### config.mk
export PLATFORM = sky130hd
export DESIGN_NAME = i2c_txn_monitor
export DESIGN_NICKNAME = d
export VERILOG_FILES = /design/src/rtl/i2c_txn_monitor.sv
export SDC_FILE = /design/constraint.sdc
export NUM_CORES = 1
export LEC_CHECK = 0
export CORE_MARGIN = 3
export CORE_UTILIZATION = 60
export CTS_BUF_LIST = sky130_fd_sc_hd__clkbuf_4 sky130_fd_sc_hd__clkbuf_8
export CTS_CLUSTER_DIAMETER = 30
export DETAILED_ROUTE_END_ITERATION = 10
export DONT_BUFFER_PORTS = 1
export PLACE_DENSITY = 0.8
export SETUP_SLACK_MARGIN = 0.4
export SYNTH_ARGS = -nofsm -noshare
export SYNTH_HDL_FRONTEND = slang
export SYNTH_SLANG_ARGS = --single-unit
### constraint.sdc
create_clock -name clk -period 2.7 [get_ports clk]
set_clock_uncertainty 0.1 [all_clocks]
set_input_delay 0.405 -clock clk [delete_from_list [all_inputs] [get_ports clk]]
set_output_delay 0.405 -clock clk [all_outputs]
set_load 0.02 [all_outputs]
### src/rtl/i2c_txn_monitor.sv
module i2c_txn_monitor #(
  parameter int BITS_W = 16,
  parameter int CYC_W  = 32
) (
  input  logic              clk,
  input  logic              rst_n,
  input  logic              scl_i,
  input  logic              sda_i,
  output logic              evt_valid,
  output logic [3:0]        evt_type,
  output logic [7:0]        evt_byte,
  output logic [9:0]        evt_addr,
  output logic              evt_addr10,
  output logic [BITS_W-1:0] evt_bits,
  output logic [CYC_W-1:0]  evt_cycles
);
  localparam logic [3:0] T_START = 4'd0, T_RSTART = 4'd1, T_STOP = 4'd2,
                         T_ACK = 4'd3, T_NACK = 4'd4, T_AWR = 4'd5, T_ARD = 4'd6,
                         T_DWR = 4'd7, T_DRD = 4'd8, T_TRUNC = 4'd9;
  localparam logic [1:0] REM_FIRST = 2'd3;

  logic [1:0] scl_s, sda_s;
  logic       scl_q, sda_q;
  always_ff @(posedge clk) begin
    if (!rst_n) begin
      scl_s <= 2'b11; sda_s <= 2'b11; scl_q <= 1'b1; sda_q <= 1'b1;
    end else begin
      scl_s <= {scl_s[0], scl_i}; sda_s <= {sda_s[0], sda_i};
      scl_q <= scl_s[1];          sda_q <= sda_s[1];
    end
  end

  wire scl     = scl_s[1];
  wire sda     = sda_s[1];
  wire scl_r   = scl & ~scl_q;
  wire scl_f   = ~scl & scl_q;
  wire start_c = scl & scl_q & sda_q & ~sda;
  wire stop_c  = scl & scl_q & ~sda_q & sda;

  logic              active, bit_pend, bit_val, is_rd, addr10;
  logic [3:0]        bit_cnt;
  logic [6:0]        shreg;
  logic [1:0]        rem;
  logic [9:0]        addr;
  logic [BITS_W-1:0] nbits;
  logic [CYC_W-1:0]  ncyc;
  logic              pend_v;
  logic [3:0]        pend_t;
  logic [BITS_W-1:0] pend_bits;
  logic [CYC_W-1:0]  pend_cyc;

  wire [7:0] full    = {shreg, bit_val};
  wire       partial = (bit_cnt != 4'd0) && (bit_cnt != 4'd8);
  wire       commit  = active & scl_f & bit_pend;

  logic [9:0] addr_nx;
  logic       a10_nx, rd_nx;
  logic [1:0] rem_nx;
  logic [3:0] byte_t;
  always_comb begin
    addr_nx = addr; a10_nx = addr10; rd_nx = is_rd; rem_nx = rem;
    if (rem == REM_FIRST) begin
      rd_nx = full[0];
      if (full[7:3] == 5'b11110) begin
        addr_nx = {full[2:1], 8'h00}; a10_nx = 1'b1; rem_nx = 2'd2;
      end else begin
        addr_nx = {3'b000, full[7:1]}; a10_nx = 1'b0; rem_nx = 2'd1;
      end
    end else if (rem != 2'd0) begin
      addr_nx[7:0] = full;
    end
    if (rem != 2'd0) byte_t = rd_nx ? T_ARD : T_AWR;
    else             byte_t = is_rd ? T_DRD : T_DWR;
  end

  always_ff @(posedge clk) begin
    if (!rst_n) begin
      active <= 1'b0; bit_pend <= 1'b0; bit_val <= 1'b0; is_rd <= 1'b0; addr10 <= 1'b0;
      bit_cnt <= '0; shreg <= '0; rem <= REM_FIRST; addr <= '0; nbits <= '0; ncyc <= '0;
      pend_v <= 1'b0; pend_t <= '0; pend_bits <= '0; pend_cyc <= '0;
      evt_valid <= 1'b0; evt_type <= '0; evt_byte <= '0; evt_addr <= '0;
      evt_addr10 <= 1'b0; evt_bits <= '0; evt_cycles <= '0;
    end else begin
      evt_valid <= 1'b0; evt_bits <= '0; evt_cycles <= '0; pend_v <= 1'b0;
      if (active) ncyc <= ncyc + 1'b1;
      if (pend_v) begin
        evt_valid <= 1'b1; evt_type <= pend_t; evt_bits <= pend_bits; evt_cycles <= pend_cyc;
      end
      if (start_c) begin
        evt_valid <= 1'b1;
        if (active && partial) begin
          evt_type <= T_TRUNC; pend_v <= 1'b1; pend_t <= T_RSTART;
          pend_bits <= '0; pend_cyc <= '0;
        end else begin
          evt_type <= active ? T_RSTART : T_START;
        end
        if (!active) begin nbits <= '0; ncyc <= 1; end
        active <= 1'b1; bit_pend <= 1'b0; bit_cnt <= '0; rem <= REM_FIRST;
        addr <= '0; addr10 <= 1'b0; is_rd <= 1'b0;
      end else if (stop_c && active) begin
        evt_valid <= 1'b1;
        if (partial) begin
          evt_type <= T_TRUNC; pend_v <= 1'b1; pend_t <= T_STOP;
          pend_bits <= nbits; pend_cyc <= ncyc + 1'b1;
        end else begin
          evt_type <= T_STOP; evt_bits <= nbits; evt_cycles <= ncyc + 1'b1;
        end
        active <= 1'b0; bit_pend <= 1'b0; bit_cnt <= '0;
      end else if (active && scl_r) begin
        bit_pend <= 1'b1; bit_val <= sda;
      end else if (commit) begin
        bit_pend <= 1'b0; nbits <= nbits + 1'b1;
        if (bit_cnt == 4'd8) begin
          evt_valid <= 1'b1; evt_type <= bit_val ? T_NACK : T_ACK;
          bit_cnt <= '0;
          if (rem != 2'd0) rem <= rem - 2'd1;
        end else if (bit_cnt == 4'd7) begin
          evt_valid <= 1'b1; evt_type <= byte_t; evt_byte <= full;
          evt_addr <= addr_nx; evt_addr10 <= a10_nx;
          addr <= addr_nx; addr10 <= a10_nx; is_rd <= rd_nx; rem <= rem_nx;
          bit_cnt <= 4'd8;
        end else begin
          shreg <= {shreg[5:0], bit_val}; bit_cnt <= bit_cnt + 1'b1;
        end
      end
    end
  end

  p_idle_quiet_r2: assert property (@(posedge clk) disable iff (!rst_n)
    (!active && !pend_v && !start_c) |=> !evt_valid);
  p_start_fresh_r1: assert property (@(posedge clk) disable iff (!rst_n)
    (evt_valid && evt_type == T_START) |-> (active && !$past(active)));
  p_bitcnt_range_r3: assert property (@(posedge clk) disable iff (!rst_n)
    bit_cnt <= 4'd8);
  p_meas_stop_only_r9: assert property (@(posedge clk) disable iff (!rst_n)
    (evt_valid && evt_type != T_STOP) |-> (evt_bits == '0 && evt_cycles == '0));
  p_trunc_pair_r10: assert property (@(posedge clk) disable iff (!rst_n)
    (evt_valid && evt_type == T_TRUNC) |=>
      (evt_valid && (evt_type == T_RSTART || evt_type == T_STOP)));
endmodule

## After elaboration in Yosys (flattened, before gate mapping)

Index checks and enable logic that the tools add are counted.

- Flip-flop bits (word level): 207
- Input bits: 4
- Word-level logic and storage cells: 152

- Add/sub/neg operators: 4
- Equal/unequal tests: 10
- Muxes and demuxes: 71
- Bitwise gates (word level): 19
- Reductions and logical operators: 22

Operators by type and width:

| cell | number |
|---|---|
| 32-bit 2-to-1 mux | 11 |
| 16-bit 2-to-1 mux | 13 |
| 4-bit 2-to-1 mux | 17 |
| 32-bit by 1-bit adder with 32-bit output, second input constant | 1 |
| 1-bit 2-to-1 mux | 19 |
| 6-bit AND reduction | 3 |
| 16-bit by 1-bit adder with 16-bit output, second input constant | 1 |
| 8-bit 2-to-1 mux | 2 |
| 2-bit 2-to-1 mux | 7 |
| 2-bit nonzero test | 7 |
| 10-bit 2-to-1 mux | 1 |
| 1-bit inverter | 10 |
| 1-bit bitwise AND | 9 |
| 2-bit inequality test, second input constant | 4 |
| 3-bit AND reduction | 2 |
| 5-bit equality test, second input constant | 1 |
| 5-bit AND reduction | 1 |
| 4-bit by 1-bit adder with 4-bit output, second input constant | 1 |
| 4-bit by 3-bit equality test with 1-bit output, second input constant | 1 |
| 4-bit equality test, second input constant | 1 |
| 1-bit logical AND | 4 |
| 4-bit inequality test, second input constant | 1 |
| 4-bit AND reduction | 1 |
| 4-bit nonzero test | 1 |
| other kinds (7) | 7 |

## Longest topological paths before layout

- Word-level depth: 10
- Mapped depth: 11
- Depth with buffers taken out: 7

## Least setup slack after synthesis

Ideal clock, no wire load.

- Path type: flip-flop to flip-flop
- From: reg bit_cnt[0]
- To: reg evt_cycles[11]
- Setup time: 0.126 ns
- Arrival: 1.777 ns
- Setup slack: 0.697 ns
- Cell stages (with the launch flop): 12
- Path buffers: 4
- Cells stage by stage: dfxtp_1 inv_1 ha_1 nand2b_4 buf_6 or3_1 buf_2 and3_4 buf_6 buf_6 nand2_1 o21ai_1

- Word-level cells in the longest chain between the ends: 5
- Elaborated cells between the ends (all ways): 6

RTL lines:

| element | line | text |
|---|---|---|
| start: declaration | 41 | `logic [3:0] bit_cnt;` |
| start signal: assignment | 123 | `shreg <= {shreg[5:0], bit_val}; bit_cnt <= bit_cnt + 1'b1;` |
| 4-bit inequality test or 4-bit nonzero test (tied branches) | 53 | `wire partial = (bit_cnt != 4'd0) && (bit_cnt != 4'd8);` |
| 1-bit logical AND * | 53 |  |
| 32-bit 2-to-1 mux * | 102 | `if (partial) begin` |
| 32-bit 2-to-1 mux * | 100 | `end else if (stop_c && active) begin` |
| 32-bit 2-to-1 mux * | 89 | `if (start_c) begin` |
| end signal: assignment | 84 | `evt_valid <= 1'b0; evt_bits <= '0; evt_cycles <= '0; pend_v <= 1'b0;` |
| end signal: assignment | 87 | `evt_valid <= 1'b1; evt_type <= pend_t; evt_bits <= pend_bits; evt_cycles <= pend_cyc;` |
| end signal: assignment | 106 | `evt_type <= T_STOP; evt_bits <= nbits; evt_cycles <= ncyc + 1'b1;` |
| end: declaration | 15 | `output logic [CYC_W-1:0] evt_cycles` |

Mark *: on every way between the ends. The rest lies on a longest branch, timed or not.
A chain may end at the register's enable or synchronous reset.

## Worst setup path in the final report

- From: reg bit_cnt[0]
- To: reg shreg[0]

- Word-level cells in the longest chain between the ends: 3
- Elaborated cells between the ends (all ways): 5

RTL lines:

| element | line | text |
|---|---|---|
| 4-bit by 3-bit equality test with 1-bit output or 4-bit equality test (tied branches) | 117, 113 |  |
| 1-bit inverter (no source line) | -- |  |
| 6-bit AND reduction (no source line) * | -- |  |
| end signal: assignment | 123 |  |
| end: declaration | 42 | `logic [6:0] shreg;` |

Marked as above.

==> metrics.md <==
| Metric | Value |
|---|---|
| Fmax | `476 MHz` |
| Status | `finished, final reports clean` |
| Minimum clock period | `2.10 ns` |
| Filler instances | `1,072` |
| GRT Util Overall | `23.6%` |
| IO Port Bufs | `0` |
| Drt wl/cell | `15.7 µm` |
| Worst-path clk slew | `0.06 ns` |
| Via/cell ratio | `5.85` |
| RePlAce Congestion | `0.849` |
| Synth Cell Area | `8530 µm²` |
| Die width | `125 µm` |
| Max_cap viols | `0` |
| Worst path arrival time | `2.39 ns` |
| Unique masters post-synth | `61` |
| Initial antenna violation count | `0` |
| Final Hold Fails | `0` |
| H-Tree Depth | `2` |
| FFs w/ async S/R, synth | `0%` |
| Area after DPL | `8610 µm²` |
| Final number of setup-violating endpoints | `0` |
| Setup TNS | `0 ns` |
| Main synth FF type | `dfxtp_1` |
| Antenna Violating Nets Remaining | `0` |
| Leakage | `3.61 nW` |
| Drt first pass iters | `5` |
| Sequential element share of the synthesized area | `48.1%` |
| Leading area contributor after synthesis | `dfxtp_1` |
| Syn_area_per_cell | `8.62 µm²` |
| HP Class | `in -> reg` |
| Initial DRC Count | `658` |
| ANT cells | `0` |
| Top cells by count, synth | `dfxtp_1 (205), nand2_1 (143), nor2_1 (89)` |
| Worst Path Required | `2.99 ns` |
| Initial Util | `62.9%` |
| Die Height | `125 µm` |
| Critical Setup Path Class | `reg -> reg` |
| Count leader, synth | `dfxtp_1` |
| Worst-case clock buffer depth | `3` |
| Cell Pwr Density | `686 nW/µm²` |
| Clock sinks | `205` |
| Post-synth EDFFs | `0` |
| Remaining routing DRC violations | `0` |
| Min-delay src | `rst_n` |
| Finished Cell Area | `9570 µm²` |
| Die Area | `15,700 µm²` |
| TritonCTS Buffers | `38` |
| Fin crit share | `77.8%` |
| Yosys warnings | `0` |
| Measured slew at the worst slew-check pin | `0.728 ns` |
| Worst vdd ir | `0.544 mV` |
| Yosys reg bits | `205` |
| R2R setup slack | `0.60 ns` |
| Worst skew pair latency | `0.52 ns` |
| Net count reported at finish | `1,005` |
| Layout Area Growth over Synthesis | `12.2%` |
| Area contributors post-synth | `dfxtp_1 (48%), nand2_1 (6.3%), a21oi_1 (4.8%)` |
| First-pass GRT wire length | `31,400 µm` |
| Relative slew slack | `51.5%` |
| CTS tree | `done` |
| Setup crit start | `bit_cnt[0]` |
| Largest net degree at the start of global routing | `47` |
| Crit path launch type | `flop` |
| Clk root buf | `clkbuf_8` |
| R2R Path Start | `bit_cnt[0]` |
| Final WL | `18,900 µm` |
| Top Ports | `76` |
| Crit path max fanout | `10` |
| CP Capture Type | `flop` |
| Total core area | `13,600 µm²` |
| Synth top area share | `48.1%` |
| Vias in the first global route | `6,516` |
| Slew Limit Fails | `0` |
| Post-Syn Instances | `990` |
| Rows | `42` |
| Fraction of layout cells with a size suffix above 1 | `11.3%` |
| Hpwl dp | `12,100 µm` |
| RSZ-0062 raised after global routing | `false` |
| Via count | `7,008` |
| Total grt overflow | `0` |
| Post-Syn Nets | `1,002` |
## metrics by stage
stage	hold slack, ns	util [%]	instances	power, W	setup WS, ns
finish	0.104	70.6	1198	0.00657	0.599
global route	0.110	70.6	1198	0.00679	0.415
CTS	0.0722	70.4	1196	0.00665	0.581
detailed placement	0.307	63.5	1124	0.00322	0.628
global placement	0.301	63.5	1124	0.00322	0.672
floorplan	0.286	-	990	0.00320	0.697
## power by group
group	total, W	switching [W]	internal (W)
clock network	0.00340	0.00125	0.00215
logic	0.000123	0.0000889	0.0000340
registers	0.00305	0.0000119	0.00303
total	0.00657	0.00135	0.00522
## cells in the final DEF, fill, tap and decap left out, types with 3 or more instances in the layout
| cell type | synthesis | final |
|---|---|---|
| nand2_1 | 143 | 143 |
| clkinv_2 | 0 | 8 |
| mux2i_1 | 18 | 18 |
| or3_1 | 11 | 11 |
| nor4_2 | 3 | 3 |
| a211oi_1 | 5 | 5 |
| a21oi_1 | 82 | 82 |
| o211a_1 | 11 | 11 |
| inv_1 | 17 | 16 |
| xor2_1 | 23 | 23 |
| nand3b_1 | 6 | 6 |
| a21o_1 | 3 | 3 |
| clkbuf_4 | 0 | 9 |
| o31ai_1 | 6 | 6 |
| nor2_2 | 3 | 3 |
| a31oi_1 | 9 | 8 |
| nand3_1 | 51 | 51 |
| bufinv_16 | 0 | 5 |
| nor3_1 | 7 | 7 |
| and2_1 | 4 | 4 |
| nand4_1 | 19 | 19 |
| xnor2_1 | 22 | 22 |
| ha_1 | 8 | 8 |
| o21ai_1 | 33 | 33 |
| and4_1 | 5 | 5 |
| nor2_1 | 89 | 89 |
| dfxtp_1 | 205 | 205 |
| nand2b_1 | 9 | 9 |
| and3_1 | 16 | 16 |
| clkbuf_8 | 0 | 46 |
| nor4_1 | 3 | 3 |
| o21ai_0 | 45 | 45 |
| nand4_2 | 3 | 3 |
| a22oi_1 | 22 | 22 |
| nor2b_1 | 4 | 4 |
| o22ai_1 | 3 | 3 |
| a221oi_1 | 3 | 3 |
| o211ai_1 | 5 | 5 |
| buf_4 | 2 | 23 |
## sequential cells by signal (all words and copies together) (netlist names), 2 cells and up
register,cells
nbits,16
shreg,7
rem,2
pend_bits,16
pend_t,2
evt_byte,8
evt_addr,10
sda_s,2
addr,10
bit_cnt,4
evt_type,4
evt_bits,16
evt_cycles,32
pend_cyc,32
scl_s,2
ncyc,32
## final cells by class
cell class | instances | area [µm²] | share of cell area [%]
sequential | 205 | 4100 | 42.9
clock inverter | 14 | 198 | 2.07
tap | 176 | 220 | 2.30
inverter | 17 | 63.8 | 0.667
multi-input combinational | 704 | 4060 | 42.4
timing repair buffer | 27 | 225 | 2.35
clock buffer | 55 | 701 | 7.32
## final timing paths
path / to / cells past startpoint
worst min-delay path: bit_cnt[2] / 2
worst max register to register: shreg[0] / 6
worst max-delay path: shreg[0] / 6
worst min register to register: sda_s[1] / 1
## worst max-delay path: stages (launching register included)
cell and delay (ns):
dfxtp_1 0.43, inv_1 0.07, ha_1 0.26, nand3b_1 0.30, nand3b_1 0.44, mux2i_1 0.32
nor2_1 0.05
## layer usage
metal	vias to the layer above	share of wire (%)	track usage, %
li1	3480	-	-
met1	3275	44	30.6
met2	220	48	38.4
met3	33	6.4	5.76
met4	0	1.9	8.99
met5	-	0	0
## logic make-up (layout without fill, tap and decap cells)
logic type / after synthesis / count (layout) / share of synthesized area, %
simple gates: 395 / 395 / 23.0
buf+inv: 81 / 113 / 4.37
mux: 20 / 20 / 2.38
compound gates: 236 / 236 / 16.4
fa+ha+maj: 8 / 8 / 1.17
flops: 205 / 205 / 48.1
xor+xnor: 45 / 45 / 4.62
## repair_timing
action / 4_1_cts / 5_1_grt
hold buffers: 3 / 0
buffers inserted: 0 / 2
gates resized for setup: 0 / 1
endpoints found under the hold margin: 18 / 0
setup endpoints to repair: 0 / 3
No activity file was read; power rests on OpenSTA's default activity.
